### src/rtl/hdlc_tx_pkg.sv
package hdlc_tx_pkg;
   typedef enum logic [2:0] {
      ST_IDLE,
      ST_OPEN,
      ST_DATA,
      ST_CRC,
      ST_CLOSE,
      ST_ABORT
   } tx_state_e;

   localparam logic [7:0] FLAG_BYTE = 8'h7E;
endpackage

### src/rtl/hdlc_hold_reg.sv
module hdlc_hold_reg #(
   parameter int W = 8
) (
   input  logic         clk,
   input  logic         rst_n,
   input  logic         in_valid,
   input  logic [W-1:0] in_data,
   input  logic         take,
   output logic         in_ready,
   output logic         full,
   output logic [W-1:0] q
);
   logic         full_q;
   logic [W-1:0] data_q;

   assign in_ready = ~full_q;
   assign full     = full_q;
   assign q        = data_q;

   always_ff @(posedge clk) begin
      if (!rst_n) begin
         full_q <= 1'b0;
         data_q <= '0;
      end else begin
         if (take) full_q <= 1'b0;
         if (in_valid && !full_q) begin
            full_q <= 1'b1;
            data_q <= in_data;
         end
      end
   end
endmodule

### src/rtl/hdlc_crc_gen.sv
module hdlc_crc_gen #(
   parameter int             W    = 16,
   parameter logic [W-1:0]   POLY = 16'h8408
) (
   input  logic         clk,
   input  logic         rst_n,
   input  logic         preset,
   input  logic         upd,
   input  logic         din,
   input  logic         shift,
   output logic [W-1:0] crc
);
   logic [W-1:0] crc_q;
   logic         fb;

   assign crc = crc_q;
   assign fb  = crc_q[0] ^ din;

   always_ff @(posedge clk) begin
      if (!rst_n) begin
         crc_q <= '1;
      end else if (preset) begin
         crc_q <= '1;
      end else if (upd) begin
         crc_q <= (crc_q >> 1) ^ (fb ? POLY : '0);
      end else if (shift) begin
         crc_q <= crc_q >> 1;
      end
   end
endmodule

### src/rtl/hdlc_line_enc.sv
module hdlc_line_enc #(
   parameter bit NRZI_SUPPORT = 1'b1
) (
   input  logic clk,
   input  logic rst_n,
   input  logic bit_en,
   input  logic raw,
   input  logic nrzi_en,
   input  logic force_high,
   output logic line
);
   logic lvl_q;
   logic lvl_d;

   assign line = lvl_q;

   generate
      if (NRZI_SUPPORT) begin : g_nrzi
         always_comb begin
            if (force_high)   lvl_d = 1'b1;
            else if (nrzi_en) lvl_d = raw ? lvl_q : ~lvl_q;
            else              lvl_d = raw;
         end
      end else begin : g_nrz_only
         always_comb lvl_d = raw | (force_high & nrzi_en);
      end
   endgenerate

   always_ff @(posedge clk) begin
      if (!rst_n)      lvl_q <= 1'b1;
      else if (bit_en) lvl_q <= lvl_d;
   end
endmodule

### src/rtl/hdlc_tx_framer.sv
module hdlc_tx_framer
   import hdlc_tx_pkg::*;
#(
   parameter int               BYTE_W       = 8,
   parameter int               CRC_W        = 16,
   parameter logic [CRC_W-1:0] CRC_POLY     = 16'h8408,
   parameter int               STUFF_RUN    = 5,
   parameter int               ABORT_ONES   = 8,
   parameter bit               NRZI_SUPPORT = 1'b1
) (
   input  logic              clk,
   input  logic              rst_n,
   input  logic              bit_en,
   input  logic              tx_valid,
   input  logic [BYTE_W-1:0] tx_data,
   output logic              tx_ready,
   input  logic              abort_req,
   input  logic              nrzi_en,
   input  logic              idle_mark,
   input  logic              rts_req,
   output logic              rts_out,
   output logic              txd,
   output logic              eom
);
   localparam int CNT_MAX = (CRC_W > ABORT_ONES) ? CRC_W : ABORT_ONES;
   localparam int CNT_W   = $clog2(CNT_MAX);
   localparam int RUN_W   = $clog2(STUFF_RUN + 1);

   generate
      if (BYTE_W != 8) begin : g_bad_byte
         $error("flag pattern needs 8-bit bytes");
      end
      if (CRC_W < 8) begin : g_bad_crc
         $error("CRC width too small");
      end
      if (ABORT_ONES < 7) begin : g_bad_abort
         $error("abort needs at least seven ones");
      end
      if (STUFF_RUN < 1) begin : g_bad_run
         $error("stuff run must be positive");
      end
   endgenerate

   tx_state_e         state_q, state_d;
   logic [CNT_W-1:0]  cnt_q, cnt_d;
   logic [BYTE_W-1:0] sh_q, sh_d;
   logic [RUN_W-1:0]  ones_q, ones_d;
   logic [2:0]        idle_q, idle_d;
   logic              abort_q, abort_d;
   logic              eom_q, eom_d;
   logic              rts_q, rts_d;

   logic              raw_bit, force_high, take;
   logic              crc_preset, crc_upd, crc_shift;
   logic              hold_full;
   logic [BYTE_W-1:0] hold_q;
   logic [CRC_W-1:0]  crc_q;
   logic              in_frame, stuff_now;

   hdlc_hold_reg #(.W(BYTE_W)) hold_i (
      .clk      (clk),
      .rst_n    (rst_n),
      .in_valid (tx_valid),
      .in_data  (tx_data),
      .take     (take),
      .in_ready (tx_ready),
      .full     (hold_full),
      .q        (hold_q)
   );

   hdlc_crc_gen #(.W(CRC_W), .POLY(CRC_POLY)) crc_i (
      .clk    (clk),
      .rst_n  (rst_n),
      .preset (crc_preset),
      .upd    (crc_upd),
      .din    (sh_q[0]),
      .shift  (crc_shift),
      .crc    (crc_q)
   );

   hdlc_line_enc #(.NRZI_SUPPORT(NRZI_SUPPORT)) enc_i (
      .clk        (clk),
      .rst_n      (rst_n),
      .bit_en     (bit_en),
      .raw        (raw_bit),
      .nrzi_en    (nrzi_en),
      .force_high (force_high),
      .line       (txd)
   );

   assign in_frame  = (state_q == ST_OPEN) || (state_q == ST_DATA) ||
                      (state_q == ST_CRC)  || (state_q == ST_CLOSE);
   assign stuff_now = (ones_q == RUN_W'(STUFF_RUN)) &&
                      ((state_q == ST_DATA) || (state_q == ST_CRC) || (state_q == ST_CLOSE));
   assign eom       = eom_q;
   assign rts_out   = rts_q;

   always_comb begin
      state_d    = state_q;
      cnt_d      = cnt_q;
      sh_d       = sh_q;
      ones_d     = ones_q;
      idle_d     = idle_q;
      eom_d      = eom_q;
      abort_d    = abort_q | (abort_req & in_frame);
      raw_bit    = 1'b1;
      force_high = 1'b0;
      take       = 1'b0;
      crc_preset = 1'b0;
      crc_upd    = 1'b0;
      crc_shift  = 1'b0;
      if (bit_en) begin
         ones_d = '0;
         if (abort_q && in_frame) begin
            state_d = ST_ABORT;
            cnt_d   = CNT_W'(1);
            abort_d = 1'b0;
         end else begin
            unique case (state_q)
               ST_IDLE: begin
                  if (hold_full && (idle_mark || nrzi_en || idle_q == 3'd0)) begin
                     raw_bit    = FLAG_BYTE[0];
                     state_d    = ST_OPEN;
                     cnt_d      = CNT_W'(1);
                     crc_preset = 1'b1;
                     eom_d      = 1'b0;
                  end else begin
                     force_high = nrzi_en;
                     raw_bit    = idle_mark ? 1'b1 : FLAG_BYTE[idle_q];
                     idle_d     = idle_q + 3'd1;
                  end
               end
               ST_OPEN: begin
                  raw_bit = FLAG_BYTE[cnt_q[2:0]];
                  if (cnt_q == CNT_W'(BYTE_W - 1)) begin
                     take    = 1'b1;
                     sh_d    = hold_q;
                     state_d = ST_DATA;
                     cnt_d   = '0;
                  end else begin
                     cnt_d = cnt_q + CNT_W'(1);
                  end
               end
               ST_DATA: begin
                  if (stuff_now) begin
                     raw_bit = 1'b0;
                  end else begin
                     raw_bit = sh_q[0];
                     crc_upd = 1'b1;
                     ones_d  = sh_q[0] ? ones_q + RUN_W'(1) : '0;
                     sh_d    = sh_q >> 1;
                     if (cnt_q == CNT_W'(BYTE_W - 1)) begin
                        cnt_d = '0;
                        if (hold_full) begin
                           take = 1'b1;
                           sh_d = hold_q;
                        end else begin
                           state_d = ST_CRC;
                           eom_d   = 1'b1;
                        end
                     end else begin
                        cnt_d = cnt_q + CNT_W'(1);
                     end
                  end
               end
               ST_CRC: begin
                  if (stuff_now) begin
                     raw_bit = 1'b0;
                  end else begin
                     raw_bit   = ~crc_q[0];
                     crc_shift = 1'b1;
                     ones_d    = ~crc_q[0] ? ones_q + RUN_W'(1) : '0;
                     if (cnt_q == CNT_W'(CRC_W - 1)) begin
                        state_d = ST_CLOSE;
                        cnt_d   = '0;
                     end else begin
                        cnt_d = cnt_q + CNT_W'(1);
                     end
                  end
               end
               ST_CLOSE: begin
                  if (stuff_now) begin
                     raw_bit = 1'b0;
                  end else begin
                     raw_bit = FLAG_BYTE[cnt_q[2:0]];
                     if (cnt_q == CNT_W'(BYTE_W - 1)) begin
                        state_d = ST_IDLE;
                        cnt_d   = '0;
                        idle_d  = 3'd0;
                        abort_d = 1'b0;
                     end else begin
                        cnt_d = cnt_q + CNT_W'(1);
                     end
                  end
               end
               ST_ABORT: begin
                  if (cnt_q == CNT_W'(ABORT_ONES - 1)) begin
                     state_d = ST_IDLE;
                     cnt_d   = '0;
                     idle_d  = 3'd0;
                     abort_d = 1'b0;
                  end else begin
                     cnt_d = cnt_q + CNT_W'(1);
                  end
               end
               default: state_d = ST_IDLE;
            endcase
         end
      end
   end

   always_comb begin
      if (rts_req)                          rts_d = 1'b1;
      else if (bit_en && state_q == ST_IDLE) rts_d = 1'b0;
      else                                   rts_d = rts_q;
   end

   always_ff @(posedge clk) begin
      if (!rst_n) begin
         state_q <= ST_IDLE;
         cnt_q   <= '0;
         sh_q    <= '0;
         ones_q  <= '0;
         idle_q  <= '0;
         abort_q <= 1'b0;
         eom_q   <= 1'b0;
         rts_q   <= 1'b0;
      end else begin
         state_q <= state_d;
         cnt_q   <= cnt_d;
         sh_q    <= sh_d;
         ones_q  <= ones_d;
         idle_q  <= idle_d;
         abort_q <= abort_d;
         eom_q   <= eom_d;
         rts_q   <= rts_d;
      end
   end
endmodule

### config.mk
export PLATFORM = sky130hd
export DESIGN_NAME = hdlc_tx_framer
export DESIGN_NICKNAME = d
export VERILOG_FILES = /design/src/rtl/hdlc_tx_pkg.sv /design/src/rtl/hdlc_hold_reg.sv /design/src/rtl/hdlc_crc_gen.sv /design/src/rtl/hdlc_line_enc.sv /design/src/rtl/hdlc_tx_framer.sv
export SDC_FILE = /design/constraint.sdc
export NUM_CORES = 1
export LEC_CHECK = 0
export BUFFER_PORTS_ARGS = -buffer_cell sky130_fd_sc_hd__buf_2
export CAP_MARGIN = 20
export CELL_PAD_IN_SITES_DETAIL_PLACEMENT = 0
export CELL_PAD_IN_SITES_GLOBAL_PLACEMENT = 1
export CORE_MARGIN = 5
export CORE_UTILIZATION = 41
export DETAILED_ROUTE_END_ITERATION = 12
export GPL_TIMING_DRIVEN = 1
export PLACE_DENSITY_LB_ADDON = 0.1
export SLEW_MARGIN = 20
export SYNTH_ARGS = -nofsm -noshare
export SYNTH_HDL_FRONTEND = slang
export SYNTH_HIERARCHICAL = 1
export SYNTH_SLANG_ARGS = --single-unit
export TNS_END_PERCENT = 20
### constraint.sdc
create_clock -name clk -period 4.2 [get_ports clk]
set_clock_uncertainty 0.15 [all_clocks]
set_input_delay 0.84 -clock clk [delete_from_list [all_inputs] [get_ports clk]]
set_output_delay 0.84 -clock clk [all_outputs]
set_load 0.05 [all_outputs]
==> impl_metrics.py <==
metrics = {
    "global_route": {
        "met2_usage_pct": 20.6,
        "grt_overflow": 0,
        "first_global_vias": 2056,
        "busiest_layer": "met1",
        "grt_use_met1_pct": 20.8,
        "grt_pass1_wl_um": 9890,
        "antenna_found_initial": 0,
        "grt_util_met3_pct": 3.33,
        "grt_max_degree": 29,
        "grt_util_all_layers_pct": 14.3,
    },
    "setup_path": {
        "start_kind": "register",
        "critical_path.slowest_cell": "dfxtp_1",
        "path_delay_family": "simple AND/OR/NAND/NOR gates",
        "rrSetupSlack_ns": 1.62,
        "rr_worst_depth": 6,
        "arrival_ns": 2.66,
        "rr_endpoint": "crc_i/crc[3]$_SDFFE_PP1P_",
        "worstPathRequired_ns": 4.28,
        "r2r_start": "state_q[0]$_SDFFE_PN0P_",
        "path_cells": "or2_4, a21o_1, nor3_1, or2_1, o211ai_1, o2111ai_1",
        "critPathLaunch": "state_q[0]$_SDFFE_PN0P_",
        "crit_type": "register to register",
        "endpoint_kind": "register",
        "critical_path_buf_inv_count": 0,
        "cpPeakStageDelay_ns": 0.61,
        "crit_cells": 6,
        "worstSetupEndpoint": "crc_i/crc[3]$_SDFFE_PP1P_",
        "path_max_fanout": 25,
    },
    "pwr": {
        "clkPwrFrac_pct": 21.9,
        "pwr-share-comb_pct": 30.5,
        "seqPwrFrac_pct": 47.6,
        "internal_power_uw": 837,
        "switchingPower_uw": 485,
        "peakVddDrop_mv": 0.163,
        "swShare_pct": 36.7,
        "power.leakage_nw": 1.22,
        "power.density_nw_per_um2": 446,
    },
    "clocking": {
        "cts_buffers": 5,
        "cts_setup_buffers": 0,
        "clkLatencyLatePin_ns": 0.30,
        "cts.htree.levels": 2,
        "cts.clk_slew.worst_paths_ns": 0.10,
        "clock-sinks": 52,
        "cts-resized-gates": 0,
        "cts_tree": "built",
        "cts_root_buf": "clkbuf_8",
        "hold_buffers": 0,
        "cts_buffer_depth": 2,
    },
    "timing": {
        "finalSetupViolations": 0,
        "finalCriticalPeriod_ns": 2.58,
        "fin_setup_tns_ns": 0,
        "fmax_mhz": 387,
        "slew_headroom_pct": 39.0,
        "period_share_pct": 61.5,
        "hold_viol": 0,
        "slew_viol_final": 0,
        "rsz0062_at_grt": "false",
        "tightest_slew_ns": 0.914,
    },
    "route": {
        "drt_iter0_markers": 111,
        "drc_errors": 0,
        "vias": 2220,
        "wl_per_cell_um": 13.6,
        "drtAntennaViolNets": 0,
        "dr.pass1.iters": 4,
        "wl_um": 5800,
        "vias_per_cell": 5.21,
    },
    "die": {
        "die_w_um": 92.6,
        "initial_core_util_pct": 41.6,
        "fp.dieH_um": 92.6,
        "rows": 30,
        "coreArea_um2": 6720,
        "pin_count": 20,
        "die_area_um2": 8570,
    },
    "synthesis": {
        "synth_mux_area_share_pct": 8.46,
        "synth_warnings": 6,
        "netlist_instances": 337,
        "syn_area_um2": 2800,
        "ys_ff_latch": 52,
        "synth_xor_area_share_pct": 1.84,
        "async_reset_ff_share_pct": 0,
        "synthAdderAreaFrac_pct": 2.60,
        "yosys.area.top_type": "dfxtp_1",
        "ys_seq_area_share_pct": 37.2,
        "synth_top_family_by_area": "simple AND/OR/NAND/NOR gates",
        "yosys-top-cells-area": "dfxtp_1, nand2_1, mux2i_1",
        "synth.distinct_cells": 63,
        "synth_edf_count": 0,
        "synth-main-ff-cell": "dfxtp_1",
        "postSynthAreaPerCell_um2": 8.29,
        "synth-simple-area-share_pct": 26.9,
        "synth_top_area_share_pct": 37.2,
        "synth-compound-area-share_pct": 17.1,
        "syn_nets": 358,
    },
    "final_layout": {
        "drive_gt1_share_pct": 14.7,
        "final_common_cell": "nand2_1",
        "area_growth_pct": 6.13,
        "layout_common_cells": "nand2_1, dfxtp_1, nor2_1",
        "n_fill_cell": 703,
        "final_cells": 426,
        "final_nets": 366,
        "antennaDiodeCount": 0,
    },
    "placed_design": {
        "dp_cells": 418,
        "dp_hpwl_um": 4040,
        "numPortBuffers": 19,
        "gp_congestion": 0.758,
    },
    "worst_hold_path": {
        "hold_path_class": "register to register",
    },
    "run": {
        "cap_viol_max_count": 0,
    },
    "outcome": {
        "outcome": "completed",
    },
}
==> cell type report <==
type                    instances  area, µm²  area share (%)
flip-flops and latches         52       1040            35.1
multi-input cells             255       1590            53.5
well taps                      80        100            3.37
clock buffers                   5       68.8            2.32
repair buffers                 21        110            3.71
inverters                      10       37.5            1.27
clock inverters                 3       21.3           0.717
==> registers in the layout (all words and copies together), names as in the netlist, named ones only <==
register / count
enc_i/line: 1
cnt_q: 4
hold_i/q: 8
state_q: 3
eom: 1
abort_q: 1
idle_q: 3
rts_out: 1
sh_q: 8
hold_i/full: 1
ones_q: 3
crc_i/crc: 16
==> stage by stage <==
| stage | power [mW] | utilization, % | worst slack, ns | hold slack, ns | instance area (µm²) |
|---|---|---|---|---|---|
| 2_1_floorplan | 0.972 | - | 1.70 | 0.281 | 2800 |
| 3_3_place_gp | 1.05 | 42.8 | 1.49 | 0.295 | 2880 |
| 3_5_place_dp | 1.04 | 42.8 | 1.44 | 0.294 | 2880 |
| 4_1_cts | 1.34 | 44.2 | 1.61 | 0.309 | 2970 |
| 5_1_grt | 1.42 | 44.2 | 1.36 | 0.347 | 2970 |
| 6_report | 1.32 | 44.2 | 1.62 | 0.307 | 2970 |
==> power groups by stage <==
stage	combinational [mW]	sequential (mW)	clock, mW
after floorplan	0.372	0.600	0
after global placement	0.405	0.640	0
after detailed placement	0.405	0.639	0
after CTS	0.408	0.628	0.305
after global routing	0.452	0.638	0.329
final	0.404	0.629	0.289
==> per-layer routing <==
metal  vias to the layer above  wire, µm
met4                         0        64
met5                         -         0
met3                         5       190
li1                       1170         -
met1                      1014      3130
met2                        31      2410
==> worst reg2reg max path, stage by stage, from the launching register on <==
cell,delay [ns]
dfxtp_1,0.61
or2_4,0.44
a21o_1,0.21
nor3_1,0.34
or2_1,0.48
o211ai_1,0.16
o2111ai_1,0.11
==> synthesized netlist by cell type, types with 2 or more instances <==
| master | instances |
|---|---|
| a21o_1 | 2 |
| a21oi_1 | 19 |
| a21oi_2 | 2 |
| a311oi_1 | 2 |
| a31oi_1 | 2 |
| and2_1 | 3 |
| buf_2 | 7 |
| buf_4 | 2 |
| buf_6 | 5 |
| clkbuf_1 | 6 |
| dfxtp_1 | 52 |
| ha_1 | 5 |
| inv_1 | 10 |
| mux2i_1 | 21 |
| nand2_1 | 63 |
| nand2b_1 | 7 |
| nand3_1 | 18 |
| nand4_1 | 2 |
| nand4bb_1 | 2 |
| nor2_1 | 30 |
| nor2_2 | 4 |
| nor2b_1 | 10 |
| nor3_1 | 3 |
| nor3b_1 | 2 |
| o2111ai_1 | 2 |
| o211ai_1 | 4 |
| o21a_1 | 2 |
| o21ai_0 | 12 |
| o21ai_2 | 2 |
| xnor2_1 | 2 |
| xor2_1 | 2 |
==> how the worst min path moves through the flow <==
stage / from / endpoint / slack, ns / depth (start not counted)
3_5_place_dp: sh_q[7]$_SDFFE_PN0P_ / sh_q[7]$_SDFFE_PN0P_ / 0.29 / 2
6_report: sh_q[7]$_SDFFE_PN0P_ / sh_q[7]$_SDFFE_PN0P_ / 0.31 / 2
2_1_floorplan: sh_q[7]$_SDFFE_PN0P_ / sh_q[7]$_SDFFE_PN0P_ / 0.28 / 2
4_1_cts: sh_q[7]$_SDFFE_PN0P_ / sh_q[7]$_SDFFE_PN0P_ / 0.31 / 2
5_1_grt: crc_i/crc[7]$_SDFFE_PP1P_ / crc_i/crc[6]$_SDFFE_PP1P_ / 0.35 / 2
3_3_place_gp: sh_q[7]$_SDFFE_PN0P_ / sh_q[7]$_SDFFE_PN0P_ / 0.29 / 2
==> logic make-up (layout without fill, tap and decap cells) <==
kind of cell,after synthesis,in the layout
xor+xnor,5,5
mux,23,23
buf+inv,30,39
simple gates,156,156
flops,52,52
fa+ha+maj,6,6
compound gates,65,65
No activity file was read; power rests on OpenSTA's default activity.
